$ cat config.mk
export PLATFORM = sky130hd
export DESIGN_NAME = gpio_mask_bank
export DESIGN_NICKNAME = d
export VERILOG_FILES = /design/src/rtl/gpio_mask_pkg.sv /design/src/rtl/gpio_addr_decode.sv /design/src/rtl/gpio_in_sync.sv /design/src/rtl/gpio_pin_regs.sv /design/src/rtl/gpio_mask_bank.sv
export SDC_FILE = /design/constraint.sdc
export NUM_CORES = 1
export LEC_CHECK = 0
export ABC_CLOCK_PERIOD_IN_PS = 1900
export BUFFER_PORTS_ARGS = -buffer_cell sky130_fd_sc_hd__clkbuf_2
export CAP_MARGIN = 30
export CORE_MARGIN = 1.5
export CORE_UTILIZATION = 30
export DETAILED_ROUTE_END_ITERATION = 10
export PLACE_DENSITY = 0.6
export SYNTH_ARGS = -nofsm -noshare
export SYNTH_HDL_FRONTEND = slang
export SYNTH_SLANG_ARGS = --single-unit
$ cat constraint.sdc
create_clock -name clk -period 1.9 [get_ports clk]
set_input_delay 0.285 -clock clk [delete_from_list [all_inputs] [get_ports clk]]
set_output_delay 0.285 -clock clk [all_outputs]
set_load 0.05 [all_outputs]
$ cat src/rtl/gpio_mask_pkg.sv
// Package: shared types for the address-masked GPIO bank.
// Assumes the direction register sits just above the masked data window.
package gpio_mask_pkg;
    typedef enum logic [1:0] {
        SEL_NONE = 2'd0,
        SEL_DATA = 2'd1,
        SEL_DIR  = 2'd2
    } gpio_sel_e;
endpackage

$ cat src/rtl/gpio_addr_decode.sv
// Module: decodes the bus address into a target register and a per-pin mask.
// Assumes ADDR_W > NPINS+2. The data window is every aligned offset below
// 1 << (NPINS+2). The direction register is at exactly that offset.
module gpio_addr_decode
    import gpio_mask_pkg::*;
#(
    parameter int NPINS  = 8,
    parameter int ADDR_W = 12
) (
    input  logic              psel,
    input  logic              penable,
    input  logic              pwrite,
    input  logic [ADDR_W-1:0] paddr,
    output gpio_sel_e         sel,
    output logic [NPINS-1:0]  pin_mask,
    output logic              wr_dir,
    output logic              wr_data
);
    localparam int          MSK_LO  = 2;
    localparam int          MSK_HI  = NPINS + 1;
    localparam logic [ADDR_W-1:0] DIR_OFS = ADDR_W'(1) << (NPINS + 2);

    logic in_window;
    logic aligned;
    logic access_wr;

    // Classify the offset: data window, direction register or unmapped.
    always_comb begin
        aligned   = (paddr[1:0] == 2'b00);
        in_window = (paddr[ADDR_W-1:NPINS+2] == '0);
        if (in_window && aligned)
            sel = SEL_DATA;
        else if (paddr == DIR_OFS)
            sel = SEL_DIR;
        else
            sel = SEL_NONE;
    end

    // Extract the per-pin mask from the address bits above the byte lane.
    assign pin_mask  = paddr[MSK_HI:MSK_LO];

    // Form the write strobes, qualified by the access phase.
    assign access_wr = psel && penable && pwrite;
    assign wr_dir    = access_wr && (sel == SEL_DIR);
    assign wr_data   = access_wr && (sel == SEL_DATA);

    // At most one target is ever selected.
    always_comb begin
        p_one_target_r8: assert ($onehot0({wr_dir, wr_data}))
            else $error("two register strobes at once");
    end
endmodule

$ cat src/rtl/gpio_in_sync.sv
// Module: a multi-stage synchroniser for each pad input.
// Assumes the pads are asynchronous to clk. The reset value is 0.
module gpio_in_sync #(
    parameter int NPINS  = 8,
    parameter int STAGES = 2
) (
    input  logic             clk,
    input  logic             rst_n,
    input  logic [NPINS-1:0] pad_in,
    output logic [NPINS-1:0] pad_sync
);
    logic [NPINS-1:0] chain [STAGES];

    genvar s;
    generate
        for (s = 0; s < STAGES; s++) begin : g_stage
            if (s == 0) begin : g_first
                // First stage captures the raw pad value.
                always_ff @(posedge clk) begin
                    if (!rst_n) chain[0] <= '0;
                    else        chain[0] <= pad_in;
                end
            end else begin : g_next
                // Later stages shift the captured value along.
                always_ff @(posedge clk) begin
                    if (!rst_n) chain[s] <= '0;
                    else        chain[s] <= chain[s-1];
                end
            end
        end
    endgenerate

    assign pad_sync = chain[STAGES-1];
endmodule

$ cat src/rtl/gpio_pin_regs.sv
// Module: holds the direction and data registers for the pins.
// Assumes the strobes are single-cycle. A data bit is written only when
// its mask bit is set and the pin is already an output.
module gpio_pin_regs #(
    parameter int NPINS = 8
) (
    input  logic             clk,
    input  logic             rst_n,
    input  logic             wr_dir,
    input  logic             wr_data,
    input  logic [NPINS-1:0] pin_mask,
    input  logic [NPINS-1:0] wdata,
    output logic [NPINS-1:0] dir_q,
    output logic [NPINS-1:0] data_q
);
    // Direction register: loaded whole on a direction write.
    always_ff @(posedge clk) begin
        if (!rst_n)      dir_q <= '0;
        else if (wr_dir) dir_q <= wdata;
    end

    genvar i;
    generate
        for (i = 0; i < NPINS; i++) begin : g_pin
            // Data bit: updated only when the pin is masked in and is an output.
            always_ff @(posedge clk) begin
                if (!rst_n)
                    data_q[i] <= 1'b0;
                else if (wr_data && pin_mask[i] && dir_q[i])
                    data_q[i] <= wdata[i];
            end

            p_masked_hold_r3: assert property (@(posedge clk) disable iff (!rst_n)
                (wr_data && !pin_mask[i]) |=> $stable(data_q[i]))
                else $error("masked-out data bit changed");

            p_input_hold_r6: assert property (@(posedge clk) disable iff (!rst_n)
                (!dir_q[i]) |=> $stable(data_q[i]))
                else $error("data bit of an input pin changed");
        end
    endgenerate

    p_dir_hold_r2: assert property (@(posedge clk) disable iff (!rst_n)
        (!wr_dir) |=> $stable(dir_q))
        else $error("direction changed without a write");
endmodule

$ cat src/rtl/gpio_mask_bank.sv
// Module: the top level of the address-masked GPIO bank.
// Assumes an APB-style bus with no wait states. prdata is combinational
// during a selected read and is 0 at all other times.
module gpio_mask_bank
    import gpio_mask_pkg::*;
#(
    parameter int NPINS       = 8,
    parameter int ADDR_W      = 12,
    parameter int SYNC_STAGES = 2
) (
    input  logic              clk,
    input  logic              rst_n,
    input  logic              psel,
    input  logic              penable,
    input  logic              pwrite,
    input  logic [ADDR_W-1:0] paddr,
    input  logic [NPINS-1:0]  pwdata,
    output logic [NPINS-1:0]  prdata,
    input  logic [NPINS-1:0]  pad_in,
    output logic [NPINS-1:0]  pad_out,
    output logic [NPINS-1:0]  pad_oe
);
    gpio_sel_e        sel;
    logic [NPINS-1:0] pin_mask;
    logic             wr_dir;
    logic             wr_data;
    logic [NPINS-1:0] dir_q;
    logic [NPINS-1:0] data_q;
    logic [NPINS-1:0] pad_sync;
    logic [NPINS-1:0] pin_val;
    logic             rd_act;

    gpio_addr_decode #(.NPINS(NPINS), .ADDR_W(ADDR_W)) u_dec (
        .psel     (psel),
        .penable  (penable),
        .pwrite   (pwrite),
        .paddr    (paddr),
        .sel      (sel),
        .pin_mask (pin_mask),
        .wr_dir   (wr_dir),
        .wr_data  (wr_data)
    );

    gpio_pin_regs #(.NPINS(NPINS)) u_regs (
        .clk      (clk),
        .rst_n    (rst_n),
        .wr_dir   (wr_dir),
        .wr_data  (wr_data),
        .pin_mask (pin_mask),
        .wdata    (pwdata),
        .dir_q    (dir_q),
        .data_q   (data_q)
    );

    gpio_in_sync #(.NPINS(NPINS), .STAGES(SYNC_STAGES)) u_sync (
        .clk      (clk),
        .rst_n    (rst_n),
        .pad_in   (pad_in),
        .pad_sync (pad_sync)
    );

    // Pick the value of each pin: the driven bit for outputs, the synchronised pad for inputs.
    always_comb begin
        for (int n = 0; n < NPINS; n++)
            pin_val[n] = dir_q[n] ? data_q[n] : pad_sync[n];
    end

    // Read mux: masked pin values, the direction register, or zero.
    assign rd_act = psel && !pwrite;
    always_comb begin
        prdata = '0;
        if (rd_act) begin
            case (sel)
                SEL_DATA: prdata = pin_val & pin_mask;
                SEL_DIR:  prdata = dir_q;
                default:  prdata = '0;
            endcase
        end
    end

    // Drive the pads from the registers.
    assign pad_oe  = dir_q;
    assign pad_out = data_q;

    p_read_mask_r4: assert property (@(posedge clk) disable iff (!rst_n)
        (rd_act && sel == SEL_DATA) |-> ((prdata & ~pin_mask) == '0))
        else $error("masked-out bit read as nonzero");

    p_unmapped_zero_r8: assert property (@(posedge clk) disable iff (!rst_n)
        (rd_act && sel == SEL_NONE) |-> (prdata == '0))
        else $error("unmapped read nonzero");

    p_setup_no_write_r9: assert property (@(posedge clk) disable iff (!rst_n)
        (!(psel && penable && pwrite)) |=> ($stable(pad_out) && $stable(pad_oe)))
        else $error("register changed outside an access phase");
endmodule

==> metrics.md <==
| Metric | Value |
|---|---|
| Seq pwr share | `49.0%` |
| Vias after detailed routing | `1163` |
| Commonest non-fill, non-tap cell in the layout | `clkbuf_2` |
| Kind of critical path | `flop to primary output` |
| DR DRC count | `0` |
| DR pass1 iterations | `4` |
| Sw frac | `20.7%` |
| Int Pwr | `1120 uW` |
| H-tree Lvls | `2` |
| Initial core utilization | `31.0%` |
| Grt total ovfl | `0` |
| #FFs+latches synth | `32` |
| Crit path max fanout | `5` |
| First-pass GRT wire length | `5200 um` |
| Antenna Violating Nets Remaining | `0` |
| Net Sw Power | `291 uW` |
| Status | `complete, no violations` |
| Clock share of power | `44.7%` |
| RePlAce Congestion | `0.762` |
| DR vias/cell | `4.65` |
| Synthesis Warnings | `0` |
| Non-filler instance count after layout | `250` |
| Vias in the first global route | `between 1000 and 1500` |
| Post-Synthesis Cells | `137` |
| Finished Core Util | `43.1%` |
| Wirelength, routed | `about 3100 um` |
| CTS max path bufs | `2` |
| Total GRT Usage | `14.0%` |
| Core area | `about 4400 sq um` |
| Sequential area share after synthesis | `between 40% and 50%` |
| Comb power frac | `between 6 and 7%` |
| Core Rows | `24` |
| Period Utilization, post-route | `around 95%` |
| Post-DP HPWL | `2340 um` |
| IO Port Bufs | `56` |
| WP data required | `1.62 ns` |
| Leakage | `about 0.00084 uW` |
| Skew final | `0.00255 ns` |
| Post-route setup TNS | `0 ns` |
| # diodes | `0` |
| Total CTS buffers | `5` |
| Synth-to-layout area growth | `39.0%` |
| Initial drt markers | `30` |
| Final Slew Violations | `0` |
| Max cap viols | `0` |
| Worst EP arrival | `approximately 1.5 ns` |
| Clk pin slew, worst setup/hold paths | `0.06 ns` |
| Worst relative slew slack | `55.4%` |
| DP Area | `1770 sq um` |
| Synthesized cell area | `1350 sq um` |
| Critical Path End Type | `primary output` |
| WL/cell | `12.5 um` |
| Mean Syn Cell Area | `9.86 sq um` |
| Clk root buf | `clkbuf_8` |
| IO Count | `57` |
| Die H | `70.1 um` |
| Inst Count DP | `242` |
| Post-CTS setup buffers | `0` |
| Final Net Count | `230` |
| Pin count of the biggest net entering global routing | `41` |
| CTS tree | `built` |
| Power per cell area | `750 nW/um^2` |
| Syn nets | `170` |
| Die W | `70.1 um` |
| Antenna violations before repair | `0` |
| Die Area | `just under 5000 sq um` |
| Clock Latency Late Sink | `0.28 ns` |
| Power Total | `1410 uW` |
| Hold Crit Class | `input pin to flop` |
| Most frequent cells in the layout | `clkbuf_2, dfxtp_1, nand2_1, and2_1, mux2i_1` |
| # setup viols final | `0` |
| Cell area after layout | `1880 sq um` |
| Clock Sinks | `32` |
| Period minus WS final | `1.81 ns` |
| Fin. Hold Viols | `0` |
| RSZ-0062 raised after global routing | `false` |
| Share of post-route cells with drive strength above 1 | `a little under half` |
| Worst setup SP type | `flop` |
| Worst VDD drop | `approximately 0.42 mV` |
| Worst slew pin tran | `0.669 ns` |
| Number of library cell types mapped by synthesis | `18` |
| Fmax | `between 500 and 600 MHz` |
[registers in the layout, summed over array words and instances, names as in the netlist]
signal / count
u_regs.data_q: 8
u_regs.dir_q: 8
u_sync.chain: 16
[metrics by stage]
step           hold slack (ns)  setup slack (ns)
6_report                 0.200            0.0874
5_1_grt                  0.193           0.00732
4_1_cts                  0.190            0.0357
3_5_place_dp             0.417            0.0976
3_3_place_gp             0.415             0.132
2_1_floorplan            0.406             0.137
[synth_stat cells]
cell type / instances / area share (%)
a32oi_1: 8 / 5.2
and2_1: 16 / 7.4
and4_1: 3 / 1.9
buf_1: 1 / 0.28
buf_4: 1 / 0.56
buf_6: 2 / 1.7
clkbuf_1: 4 / 1.1
dfxtp_1: 32 / 47
mux2_2: 8 / 6.7
mux2i_1: 16 / 12
nand2_1: 24 / 6.7
nand2b_1: 1 / 0.46
nand3_1: 7 / 2.6
nand3_2: 1 / 0.74
nor2_1: 9 / 2.5
nor3_1: 2 / 0.74
nor4_4: 1 / 1.6
nor4b_1: 1 / 0.65
[power by group through the flow]
stage	clock network, uW	logic, uW	registers (uW)
2_1_floorplan	0	40.2	704
3_5_place_dp	0	90.4	705
6_report	629	89.5	690
4_1_cts	648	90.8	690
3_3_place_gp	0	90.3	705
5_1_grt	680	100	691
[metal layers]
| metal | part of all wire [%] | global-route usage [%] |
|---|---|---|
| met1 | 49 | 18.7 |
| met2 | 43 | 19.3 |
| met3 | 6.2 | 5.19 |
| met5 | 0 | 0 |
| met4 | 2.2 | 7.69 |
[area by class of cell]
type | instances | area (sq um)
timing repair buffer | 61 | 378
sequential | 32 | 646
fill | 426 | 2480
tap | 52 | 65.1
multi-input combinational | 97 | 682
clock buffer | 6 | 72.6
clock inverter | 2 | 35.0
[what timing repair did]
item | CTS | global route
hold buffers | 0 | 0
endpoints found under the setup margin | 0 | 6
resized for setup | 0 | 8
[critical path: stages (launching register included)]
cell     delay [ns]
dfxtp_1        0.40
mux2_2         0.36
a32oi_1        0.22
nor2_2         0.04
buf_2          0.22
[cells by family (layout without fill, tap and decap cells)]
family | Yosys count | in the layout | synth area share, %
AO/OA/AOI/OAI | 8 | 8 | 5.19
flip-flops | 32 | 32 | 47.4
buffers and inverters | 8 | 69 | 3.61
AND/OR/NAND/NOR | 65 | 65 | 25.3
multiplexers | 24 | 24 | 18.5
[path summary, 6_finish.rpt]
check | start | to | slack (ns) | cells after the start
max | u_regs.dir_q[6]$_SDFFE_PN0P_ | prdata[6] | 0.09 | 4
min | pad_in[0] | u_sync.chain[0][0]$_SDFF_PN0_ | 0.20 | 2
max reg2reg | u_regs.dir_q[2]$_SDFFE_PN0P_ | u_regs.data_q[2]$_SDFFE_PN0P_ | 1.13 | 2
min reg2reg | u_sync.chain[0][6]$_SDFF_PN0_ | u_sync.chain[1][6]$_SDFF_PN0_ | 0.43 | 1
Power figures use the tool's default switching activity.
